<file path="config.mk">
export PLATFORM = sky130hd
export DESIGN_NAME = pcd_frame_rx
export DESIGN_NICKNAME = d
export VERILOG_FILES = /design/src/rtl/pcd_rx_pkg.sv /design/src/rtl/pcd_rx_bitclk.sv /design/src/rtl/pcd_rx_shift.sv /design/src/rtl/pcd_frame_rx.sv
export SDC_FILE = /design/constraint.sdc
export NUM_CORES = 1
export LEC_CHECK = 0
export CORE_UTILIZATION = 63
export DETAILED_ROUTE_END_ITERATION = 6
export DONT_BUFFER_PORTS = 1
export GPL_TIMING_DRIVEN = 0
export PLACE_DENSITY = 0.78
export SETUP_SLACK_MARGIN = 0.05
export SKIP_CTS_REPAIR_TIMING = 1
export SYNTH_ARGS = -nofsm -noshare
export SYNTH_HDL_FRONTEND = slang
export SYNTH_SLANG_ARGS = --single-unit
export TNS_END_PERCENT = 10
</file>
<file path="constraint.sdc">
create_clock -name clk_i -period 2.6 [get_ports clk_i]
set_clock_uncertainty 0.1 [all_clocks]
set_input_delay 0.13 -clock clk_i [delete_from_list [all_inputs] [get_ports clk_i]]
set_output_delay 0.13 -clock clk_i [all_outputs]
set_load 0.1 [all_outputs]
</file>
<file path="src/rtl/pcd_rx_pkg.sv">
package pcd_rx_pkg;
  typedef enum logic [1:0] {
    ST_UNSYNC,
    ST_SOF_LOW,
    ST_WAIT_START,
    ST_DATA
  } rx_state_e;

  localparam int unsigned CHAR_W = 10;
endpackage

</file>
<file path="src/rtl/pcd_rx_bitclk.sv">
module pcd_rx_bitclk #(
  parameter int unsigned SPB = 2
) (
  input  logic clk_i,
  input  logic rst_ni,
  input  logic clr_i,
  input  logic vld_i,
  input  logic restart_i,
  output logic strobe_o
);
  localparam int unsigned PW   = (SPB > 2) ? $clog2(SPB) : 1;
  localparam int unsigned HALF = SPB / 2;

  logic [PW-1:0] pos_q, pos_nx;

  always_comb pos_nx = (pos_q == PW'(SPB - 1)) ? '0 : pos_q + 1'b1;

  assign strobe_o = vld_i && !restart_i && !clr_i && (pos_nx == PW'(HALF));

  always_ff @(posedge clk_i or negedge rst_ni) begin
    if (!rst_ni)      pos_q <= '0;
    else if (clr_i)   pos_q <= '0;
    else if (vld_i)   pos_q <= restart_i ? '0 : pos_nx;
  end

  // at most one centre sample per bit period
  p_strobe_gap_r2: assert property (@(posedge clk_i) disable iff (!rst_ni)
    strobe_o |=> !strobe_o);
endmodule

</file>
<file path="src/rtl/pcd_rx_shift.sv">
module pcd_rx_shift #(
  parameter int unsigned CW = 10
) (
  input  logic          clk_i,
  input  logic          rst_ni,
  input  logic          clr_i,
  input  logic          load_i,
  input  logic          shift_i,
  input  logic          bit_i,
  output logic [CW-1:0] word_o,
  output logic          last_o
);
  localparam int unsigned NW = $clog2(CW);

  logic [CW-1:0] sh_q;
  logic [NW-1:0] cnt_q;

  assign word_o = {bit_i, sh_q[CW-1:1]};
  assign last_o = shift_i && (cnt_q == NW'(CW - 1));

  always_ff @(posedge clk_i or negedge rst_ni) begin
    if (!rst_ni) begin
      sh_q  <= '0;
      cnt_q <= '0;
    end else if (clr_i || load_i) begin
      sh_q  <= '0;
      cnt_q <= '0;
    end else if (shift_i) begin
      sh_q  <= word_o;
      cnt_q <= last_o ? '0 : cnt_q + 1'b1;
    end
  end

  // bit count stays inside one character
  p_cnt_range_r2: assert property (@(posedge clk_i) disable iff (!rst_ni)
    cnt_q < NW'(CW));
endmodule

</file>
<file path="src/rtl/pcd_frame_rx.sv">
module pcd_frame_rx
  import pcd_rx_pkg::*;
#(
  parameter int unsigned SPB       = 2,
  parameter int unsigned SOF_MIN   = 10,
  parameter int unsigned SOF_MAX   = 12,
  parameter int unsigned IDLE_MAX  = 25,
  parameter int unsigned MAX_FRAME = 16,
  localparam int unsigned AW = $clog2(MAX_FRAME),
  localparam int unsigned LW = $clog2(MAX_FRAME + 1)
) (
  input  logic          clk_i,
  input  logic          rst_ni,
  input  logic          clr_i,
  input  logic          sample_vld_i,
  input  logic          sample_i,
  output logic          wr_en_o,
  output logic [AW-1:0] wr_addr_o,
  output logic [7:0]    wr_data_o,
  output logic          done_o,
  output logic [LW-1:0] done_len_o
);
  localparam int unsigned ZW = $clog2(SOF_MAX + 1);
  localparam int unsigned IW = $clog2(IDLE_MAX + 1);

  rx_state_e   state_q, state_d;
  logic [LW-1:0] bcnt_q, bcnt_d;
  logic [ZW-1:0] zcnt_q, zcnt_d;
  logic [IW-1:0] idle_q, idle_d;
  logic          wr_d, done_d;

  logic              restart, strobe, last;
  logic [CHAR_W-1:0] word;
  logic              char_ok, char_eof;

  assign restart = sample_vld_i && !sample_i &&
                   (state_q == ST_UNSYNC || state_q == ST_WAIT_START);

  pcd_rx_bitclk #(.SPB(SPB)) u_bitclk (
    .clk_i, .rst_ni, .clr_i,
    .vld_i    (sample_vld_i),
    .restart_i(restart),
    .strobe_o (strobe)
  );

  pcd_rx_shift #(.CW(CHAR_W)) u_shift (
    .clk_i, .rst_ni, .clr_i,
    .load_i (restart),
    .shift_i(strobe && state_q == ST_DATA),
    .bit_i  (sample_i),
    .word_o (word),
    .last_o (last)
  );

  assign char_ok  = !word[0] && word[CHAR_W-1];
  assign char_eof = (word == '0);

  always_comb begin
    state_d = state_q;
    bcnt_d  = bcnt_q;
    zcnt_d  = zcnt_q;
    idle_d  = idle_q;
    wr_d    = 1'b0;
    done_d  = 1'b0;
    unique case (state_q)
      ST_UNSYNC: if (sample_vld_i && !sample_i) begin
        state_d = ST_SOF_LOW;
        zcnt_d  = '0;
        bcnt_d  = '0;
      end
      ST_SOF_LOW: if (strobe) begin
        if (sample_i) begin
          state_d = (zcnt_q >= ZW'(SOF_MIN)) ? ST_WAIT_START : ST_UNSYNC;
          idle_d  = '0;
        end else if (zcnt_q == ZW'(SOF_MAX)) begin
          state_d = ST_UNSYNC;
        end else begin
          zcnt_d = zcnt_q + 1'b1;
        end
      end
      ST_WAIT_START: if (sample_vld_i) begin
        if (!sample_i)                    state_d = ST_DATA;
        else if (idle_q == IW'(IDLE_MAX)) state_d = ST_UNSYNC;
        else                              idle_d  = idle_q + 1'b1;
      end
      ST_DATA: if (last) begin
        if (char_ok) begin
          wr_d   = 1'b1;
          bcnt_d = bcnt_q + 1'b1;
          idle_d = '0;
          state_d = (bcnt_q + LW'(1) == LW'(MAX_FRAME)) ? ST_UNSYNC : ST_WAIT_START;
        end else begin
          state_d = ST_UNSYNC;
          done_d  = char_eof && (bcnt_q != '0);
        end
      end
      default: state_d = ST_UNSYNC;
    endcase
  end

  always_ff @(posedge clk_i or negedge rst_ni) begin
    if (!rst_ni) begin
      state_q    <= ST_UNSYNC;
      bcnt_q     <= '0;
      zcnt_q     <= '0;
      idle_q     <= '0;
      wr_en_o    <= 1'b0;
      wr_addr_o  <= '0;
      wr_data_o  <= '0;
      done_o     <= 1'b0;
      done_len_o <= '0;
    end else if (clr_i) begin
      state_q    <= ST_UNSYNC;
      bcnt_q     <= '0;
      zcnt_q     <= '0;
      idle_q     <= '0;
      wr_en_o    <= 1'b0;
      wr_addr_o  <= '0;
      wr_data_o  <= '0;
      done_o     <= 1'b0;
      done_len_o <= '0;
    end else begin
      state_q <= state_d;
      bcnt_q  <= bcnt_d;
      zcnt_q  <= zcnt_d;
      idle_q  <= idle_d;
      wr_en_o <= wr_d;
      done_o  <= done_d;
      if (wr_d) begin
        wr_addr_o <= bcnt_q[AW-1:0];
        wr_data_o <= word[8:1];
      end
      if (done_d) done_len_o <= bcnt_q;
    end
  end

  p_done_len_r6: assert property (@(posedge clk_i) disable iff (!rst_ni)
    done_o |-> done_len_o != '0);

  p_done_pulse_r6: assert property (@(posedge clk_i) disable iff (!rst_ni)
    done_o |=> !done_o);

  p_wr_count_r3: assert property (@(posedge clk_i) disable iff (!rst_ni || clr_i)
    wr_en_o |-> bcnt_q == LW'(wr_addr_o) + LW'(1));

  p_sof_bound_r4: assert property (@(posedge clk_i) disable iff (!rst_ni)
    state_q == ST_SOF_LOW |-> zcnt_q <= ZW'(SOF_MAX));

  p_idle_bound_r5: assert property (@(posedge clk_i) disable iff (!rst_ni)
    state_q == ST_WAIT_START |-> idle_q <= IW'(IDLE_MAX));

  p_no_overflow_r8: assert property (@(posedge clk_i) disable iff (!rst_ni)
    state_q != ST_UNSYNC |-> bcnt_q < LW'(MAX_FRAME));

  p_hold_r9: assert property (@(posedge clk_i) disable iff (!rst_ni)
    (!sample_vld_i && !clr_i) |=> $stable(state_q));
endmodule

</file>
# Word level (Yosys, flattened, before mapping)
# Index checks and enable logic that the tools add are counted.
# totals
register_bits	50
inputBits	5
output_inout_bits	19
# classes
add_sub_neg	5
order_cmp	1
eq_ne	19
mux	56
reduce_logical	29
# op_table
cell	n
$mux W5	14
$mux W4	10
$mux W2	12
$ne A3 B3 Y1 const B	8
$mux W10	2
$mux W8	2
$pmux W5 S3	1
$mux W1	12
$add A5 B1 Y5 const B	2
$eq A5 B5 Y1 const B	2
$logic_not A10 Y1	1
$pmux W5 S2	1
$logic_and A1 B1 Y1	9
$add A4 B1 Y4 const B	2
$eq A4 B4 Y1 const B	2
$pmux W2 S4	1
$pmux W4 S2	1
$reduce_and A8 Y1	1
$reduce_bool A2 Y1	4
$ne A3 B2 Y1 const B	2
$reduce_and A6 Y1	1
$reduce_bool A3 Y1	2
$reduce_and A5 Y1	1
$reduce_bool A5 Y1	1
11 further kinds	16

# Longest topological paths before layout
# Gate-level depths: netlist (run 1).
# depth
word_depth	13
mapped_depth	8

# Cells and area by module
# From an unflattened synthesis (run 1), not the netlist that was laid out.
# unflattened
cells_unflattened	266
hier_area_um2	2558.7
# by_module_without_submodules
mod	n_inst	cells_per_inst	area_each_um2
pcd_frame_rx	1	203	1884.3
pcd_rx_shift	1	58	620.6
pcd_rx_bitclk	1	5	53.8

# Worst setup path after synthesis (run 1)
# Ideal clock, no wire load.
# synth_timing
path_kind	register to register
start	register u_shift.cnt_q[1]
end	register idle_q[3]
arrival_ns	1.811
t_required_ns	2.431
setup_slack_ns	0.620
stages_incl_launch_ff	9
n_path_buf	1
path_cell_list	dfrtp_1 inv_1 ha_1 and3b_1 a21oi_2 a211o_1 buf_6 or4_1 nand3_1
# synth_between
elab_chain_len	4
# synth_rtl
item	line_no	text
from (decl)	pcd_rx_shift.sv:16	logic [NW-1:0] cnt_q;
from (signal assigned)	pcd_rx_shift.sv:30	cnt_q <= last_o ? '0 : cnt_q + 1'b1;
$eq A4 B4 Y1	pcd_rx_shift.sv:19	assign last_o = shift_i && (cnt_q == NW'(CW - 1));
$logic_and A1 B1 Y1	pcd_rx_shift.sv:19	
$ne A3 B2 Y1 (no line)	-	
$reduce_and A8 Y1 (no line)	-	
to (signal assigned)	pcd_frame_rx.sv:126	idle_q <= idle_d;
to (decl)	pcd_frame_rx.sv:29	logic [IW-1:0] idle_q, idle_d;
# Every way passes these cells.
# A chain may end at the register's enable or synchronous reset.

# Worst setup path after layout (run 1)
# layout_timing
start	register state_q[0]
end	register wr_addr_o[2]
# layout_between
elab_chain_len	12
# layout_rtl
item	line_no	text
from (decl)	pcd_frame_rx.sv:26	rx_state_e state_q, state_d;
from (signal assigned)	pcd_frame_rx.sv:123	state_q <= state_d;
$eq A2 B2 Y1 / $logic_not A2 Y1 (equally long branches)	pcd_frame_rx.sv:37	(state_q == ST_UNSYNC || state_q == ST_WAIT_START);
$logic_or A1 B1 Y1	pcd_frame_rx.sv:37	
$logic_and A1 B1 Y1	pcd_frame_rx.sv:36	assign restart = sample_vld_i && !sample_i &&
$logic_not A1 Y1	pcd_rx_bitclk.sv:18	assign strobe_o = vld_i && !restart_i && !clr_i && (pos_nx == PW'(HALF));
$logic_and A1 B1 Y1 (3 in series)	pcd_rx_bitclk.sv:18	
$logic_and A1 B1 Y1	pcd_frame_rx.sv:49	.shift_i(strobe && state_q == ST_DATA),
$logic_and A1 B1 Y1	pcd_rx_shift.sv:19	
$mux W1	pcd_frame_rx.sv:86	ST_DATA: if (last) begin
$mux W1 *	pcd_frame_rx.sv:65	unique case (state_q)
$reduce_bool A2 Y1 (no line) *	-	
to (signal assigned)	pcd_frame_rx.sv:130	wr_addr_o <= bcnt_q[AW-1:0];
to (decl)	pcd_frame_rx.sv:18	output logic [AW-1:0] wr_addr_o,
# Mark *: on every way between the ends. The rest lies on a longest branch, timed or not.

==> metrics, run 1 <==
start of the worst register-to-register path state_q[0]; Final Hold Viols 0; share of cells above drive strength 1 9.32%; Leakage Power 1.21 nW; DRT iter0 DRCs 125; initial antenna violation count 0; Fmax 0.449 GHz; Final HPWL DP 3.58 mm; worst vdd ir 0.000440 V; Synth Warn # 0; Placer Congestion 0.890; Required @ worst endpoint 2.72 ns; Arrival @ worst endpoint 2.35 ns; IO Port Bufs 0; Comb power frac 7.4%; R2R cell count 7; io pins 24; PD cells 494 nW/um^2; GRT overflow 0; R2R Setup Slk 0.37 ns; Layout area overhead 8.13%; largest net degree at the start of global routing 50; via density per instance 6.17; Crit. Startpoint state_q[0]; register area 1230 sq um; Layout fillers 279; worst hold start sample_vld_i; antenna viol nets, final 0; clock buffer depth 2; Crit path max-delay family simple AND/OR/NAND/NOR gates; CTS clock-pin slew for the worst setup and hold paths 0.10 ns; area of the core 3770 sq um; setup TNS 0 ns; Max-Cap Viols 0; die height 65.7 um; WL final 5.31 mm; Setup CP Type flip-flop to flip-flop; pre-CTS setup slack 0.411 ns; Tmin final 2.23 ns; vias in the first global route 1867; slowest stage delay, CP 0.56 ns; Max FO, Critical Path 10; status complete, no violations; P_int 1.02 mW; period utilisation layout 85.6%; Switching Fraction 25.0%; crit path cell chain buf_4 -> and3b_1 -> nand2_1 -> nor4b_4 -> buf_4 -> nand2_1 -> o21ai_0; die width 65.7 um; first-pass GRT wire length 8.73 mm; CTS sink cnt 49; CTS tree done; Buf/Inv on CP 2; Synth Flop Type dfrtp_1; number of synthesized register bits 49; area of the multi-input gates 1220 sq um; Unique masters post-synth 45; Pins Over Slew Limit 0; Clk Latency, worst-skew pair 0.31 ns; final setup violation count 0; Post-synth EDFFs 0; Seq pwr share 56.3%; Mean Syn Cell Area 9.54 sq um; router iterations before antenna repair 4; Switch Pwr 341 uW; Worst Hold Depth 3; average routed wire per standard cell 16.2 um; post-synthesis sequential area ratio 48.0%; Crit. End Element flip-flop; Synth Cell Area 2560 sq um; nets 293; slowest CP cell nor4b_4; worst hold endpoint zcnt_q[2]; row count 22; H-tree Lvls 2; Clk Tree Root Cell clkbuf_8; Worst Tran Pin Value 0.922 ns; Post-synth ARST share 100%; Tot GR Track Use 27.1%; startpoint types flip-flop; # diodes 0; Hold Path Class input pin to flip-flop; DR vias 2016; full die area 4320 sq um; syn_nets 283; post-route setup slack 0.374 ns; Slew headroom 38.5%; RSZ-0062 raised after global routing no; Starting Density 67.8%; post-synthesis cell count 268; # DRC 0; CTS Buf Count 5; RR Endpoint wr_addr_o[2]; Clock power frac 36.3%
## cells in the final DEF (no fill, tap or decap), drive strengths merged, types with 3 or more instances in the layout
master   n
dfrtp   49
nand2   37
o21ai   31
nand2b  20
nor2    13
clkbuf  12
a22o    10
ha      10
nand3    9
inv      9
nand4    8
nor3     8
buf      8
a21oi    7
a31oi    6
nor4     4
nand3b   3
## power groups by stage
stage | logic, mW | clock network, mW | registers (mW)
floorplan | 0.0618 | 0 | 0.783
global placement | 0.0759 | 0 | 0.784
detailed placement | 0.0771 | 0 | 0.785
CTS | 0.0778 | 0.499 | 0.769
global route | 0.112 | 0.533 | 0.770
finish | 0.102 | 0.495 | 0.769
## per-layer routing
metal	wire length [um]	global-route usage [%]
met5	0	0
met4	93	10.6
met3	251	6.60
met2	2470	40.9
met1	2490	37.4
## state kept, by name (all words and copies together) (netlist names)
register        cells
u_shift.sh_q        9
wr_data_o           8
bcnt_q              5
done_len_o          5
idle_q              5
u_shift.cnt_q       4
wr_addr_o           4
zcnt_q              4
state_q             2
done_o              1
u_bitclk.pos_q      1
wr_en_o             1
## area by class of cell
type                       count  share of cell area, %
clock inverter                 2                  0.634
sequential                    49                   44.4
clock buffer                   6                   2.99
timing repair buffer           3                   1.72
multi-input combinational    198                   44.2
tap                           48                   2.17
inverter                       8                   1.09
buffer                        13                   2.81
## metrics by stage
step	cells	utilization (%)	total power, mW	instance area, sq um	hold slack, ns
2_1_floorplan	268	-	0.845	2560	-0.266
3_3_place_gp	316	69.4	0.860	2620	-0.265
3_5_place_dp	316	69.4	0.862	2620	-0.265
4_1_cts	324	72.0	1.35	2720	-0.609
5_1_grt	327	73.3	1.42	2760	0.0381
6_report	327	73.3	1.37	2760	0.0302
## synthesized netlist by cell type (all sizes together), types with 3 or more instances
cell type  instances  area [sq um]
a21oi              7          38.8
nand4              8          50.1
a31oi              6          37.5
nor2              13          48.8
dfrtp             49          1230
a22o              10          87.6
nand3              9          45.0
nand3b             3          22.5
o21ai             31           155
ha                10           125
nor4               4          25.0
clkbuf             6          22.5
nor3               8          45.0
buf                7          55.1
nand2b            20           125
inv                8          30.0
nand2             37           139
## worst register-to-register path, cell delays in order, from the launching register on
cell     delay (ns)
dfrtp_1        0.38
buf_4          0.17
and3b_1        0.26
nand2_1        0.21
nor4b_4        0.56
buf_4          0.28
nand2_1        0.06
o21ai_0        0.11
## worst max path at each step
stage	endpoint	slack, ns	cells past startpoint
after floorplan	idle_q[3]	0.62	8
after global placement	wr_data_o[6]	0.48	6
after detailed placement	wr_data_o[2]	0.41	7
after CTS	wr_data_o[2]	0.40	7
after global routing	wr_addr_o[2]	0.19	7
final	wr_addr_o[2]	0.37	7
## cells by family (layout without fill, tap and decap cells)
kind of cell             Yosys count  count (layout)  synth area share [%]
AND/OR/NAND/NOR                  118             118                  24.9
XOR/XNOR                           1               1                 0.343
AO/OA/AOI/OAI                     67              67                  16.8
buffers and inverters             21              32                  4.21
multiplexers                       2               2                 0.832
adder cells (fa/ha/maj)           10              10                  4.89
flip-flops                        49              49                  48.0
(Power assumes the default switching activity.)
==> inputs of run 2 (changes only) <==
--- a/config.mk
+++ b/config.mk
@@ -5,6 +5,7 @@
 export SDC_FILE = /design/constraint.sdc
 export NUM_CORES = 1
 export LEC_CHECK = 0
+export ABC_AREA = 1
 export CORE_UTILIZATION = 63
 export DETAILED_ROUTE_END_ITERATION = 6
 export DONT_BUFFER_PORTS = 1
==> constraint.sdc (replaced) <==
create_clock -name clk_i -period 2.6 [get_ports clk_i]
set_clock_uncertainty 0.1 [all_clocks]
set_input_delay 0.13 -clock clk_i [delete_from_list [all_inputs] [get_ports clk_i]]
set_output_delay 0.13 -clock clk_i [all_outputs]
set_load 0.02 [all_outputs]
==> metrics, run 2 <==
DR vias 2049 (+1.6%); clock buffer depth 2 (unchanged); # diodes 0 (unchanged); Synth top area share 48.2% (+0.24 points); setup TNS 0 ns (unchanged); final setup violation count 0 (unchanged); full die area 4300 sq um (-0.49%); Setup CP Type flip-flop to flip-flop; Switch Pwr 469 uW (+38%); Area contributors post-synth dfrtp_1 48%, nand2_1 12%, nand3_1 7.9%; die width 65.5 um (-0.24%); Placed Cells 359 (+14%); WL final 5.10 mm (-3.9%); router iterations before antenna repair 4 (unchanged); crit path cell chain ha_1 -> nand3_1 -> nor2_1 -> nand2_1 -> clkbuf_1 -> o21ai_0; post-synthesis cell count 311 (+16%); IO Port Bufs 0 (unchanged); Slew headroom 65.8% (+27 points); Comb power frac 16.8% (+9.4 points); post-route insts no fill 370 (+13%); Synth Warn # 0 (unchanged); via density per instance 5.54 (-10%); share of cells above drive strength 1 7.45% (-1.9 points); # DRC 0 (unchanged); die height 65.5 um (-0.24%); Max FO, Critical Path 10 (unchanged); Fmax 0.526 GHz (+17%); fin area 2750 sq um (-0.50%); Clk Tree Root Cell clkbuf_8; CTS Buf Count 5 (unchanged); Seq pwr share 52.0% (-4.3 points); Clock power frac 31.2% (-5.1 points); initial antenna violation count 0 (unchanged); CTS tree done; Required @ worst endpoint 2.67 ns (-0.05 ns); H-tree Lvls 2 (unchanged); status complete, no violations; largest net degree at the start of global routing 50 (unchanged); Leakage Power 1.36 nW (+12%); Layout area overhead 8.12% (about the same); GRT overflow 0 (unchanged); period utilisation layout 73.2% (-12 points); P_int 1.08 mW (+4.9%); Worst Tran Pin Value 0.511 ns (-0.411 ns); Arrival @ worst endpoint 1.98 ns (-0.37 ns); R2R Setup Slk 0.70 ns (+0.32 ns); Final Hold Viols 0 (unchanged); Top reg by flops u_shift.sh_q; first-pass GRT wire length 8.67 mm (-0.63%); most frequent cells in the layout 79 x nand2_1, 49 x dfrtp_1, 40 x nand3_1; most common cell in the netlist nand2_1; average routed wire per standard cell 13.8 um (-15%); Unique masters post-synth 31 (-31%); Commonest cells post-synth 79 x nand2_1, 49 x dfrtp_1, 40 x nand3_1; vias in the first global route 1898 (+1.7%); Regs by FF count u_shift.sh_q x9, wr_data_o x8; post-synthesis sequential area ratio 48.2% (+0.24 points); Synth Cell Area 2540 sq um (-0.49%); worst vdd ir 0.000472 V (+7.2%); WHS 0.0243 ns (-0.00585 ns); Tmin final 1.90 ns (-0.324 ns); nets 336 (+15%); Yosys top cell by area dfrtp_1; Crit. End Element flip-flop; io pins 24 (unchanged); placed inst area 2600 sq um (-0.48%); Tot GR Track Use 26.3% (-0.85 points); DRT iter0 DRCs 150 (+20%); row count 22 (unchanged); Post-synth EDFFs 0 (unchanged); Pins Over Slew Limit 0 (unchanged); Switching Fraction 30.4% (+5.4 points); slowest stage delay, CP 0.44 ns (-0.12 ns); Max-Cap Viols 0 (unchanged); RSZ-0062 raised after global routing no; Synth Flop Type dfrtp_1; most common library cell in the layout ignoring fill and taps nand2_1; antenna viol nets, final 0 (unchanged); Hold Path Class input pin to flip-flop; Mean Syn Cell Area 8.18 sq um (-14%); syn_nets 326 (+15%); Starting Density 67.5% (-0.33 points); slowest CP cell dfrtp_1; CTS sink cnt 49 (unchanged); area of the core 3770 sq um (unchanged); Largest register FFs 9 (unchanged); number of synthesized register bits 49 (unchanged); Final HPWL DP 3.56 mm (-0.60%); Post-synth ARST share 100% (unchanged); startpoint types flip-flop; Clk Latency, worst-skew pair 0.30 ns (about the same); Placer Congestion 0.912 (+2.5%); PD cells 561 nW/um^2 (+14%); CTS clock-pin slew for the worst setup and hold paths 0.09 ns (about the same)
[run 2: worst paths after layout]
kind,cells after the start,to,startpoint
min,3,u_shift.cnt_q[1],sample_vld_i
max reg2reg,6,wr_data_o[3],u_shift.cnt_q[0]
max in group asynchronous,2,idle_q[3],rst_ni
max,6,wr_data_o[3],u_shift.cnt_q[0]
min reg2reg,2,idle_q[1],idle_q[1]
min in group asynchronous,2,zcnt_q[0],rst_ni
[run 2: per-stage QoR]
step           power, mW  worst slack [ns]  utilization [%]
2_1_floorplan       1.00              1.06                -
4_1_cts             1.53             0.724             71.7
3_3_place_gp        1.05             0.798             69.0
3_5_place_dp        1.05             0.746             69.0
6_report            1.54             0.698             72.9
5_1_grt             1.63             0.545             72.9
[run 2: critical path, delay by kind of cell, from the launching register on]
kind | cells | cell delay [ns]
flops | 1 | 0.44
fa+ha+maj | 1 | 0.22
buf+inv | 1 | 0.35
simple gates | 3 | 0.52
compound gates | 1 | 0.15
[run 2: routing by layer]
metal	routed length, um	global-route usage [%]
met5	0	0
met4	55	7.07
met3	162	4.51
met2	2390	43.4
met1	2490	35.6
[run 2: cell families after synthesis]
kind of cell | synth area share [%]
AND/OR/NAND/NOR | 27.9
buffers and inverters | 7.72
XOR/XNOR | 2.07
adder cells (fa/ha/maj) | 4.92
AO/OA/AOI/OAI | 9.20
flip-flops | 48.2
[run 2: power by group through the flow]
stage,logic [mW],clock network [mW],registers (mW)
3_3_place_gp,0.233,0,0.817
2_1_floorplan,0.191,0,0.813
4_1_cts,0.238,0.487,0.803
6_report,0.259,0.482,0.804
5_1_grt,0.300,0.521,0.808
3_5_place_dp,0.236,0,0.819
[run 2: cell type report]
class / count / area (sq um)
buffer: 8 / 42.5
sequential: 49 / 1230
timing repair buffer: 3 / 47.5
tap: 48 / 60.1
multi-input combinational: 213 / 1120
inverter: 41 / 154
clock buffer: 6 / 82.6
clock inverter: 2 / 16.3
fill: 300 / 1020
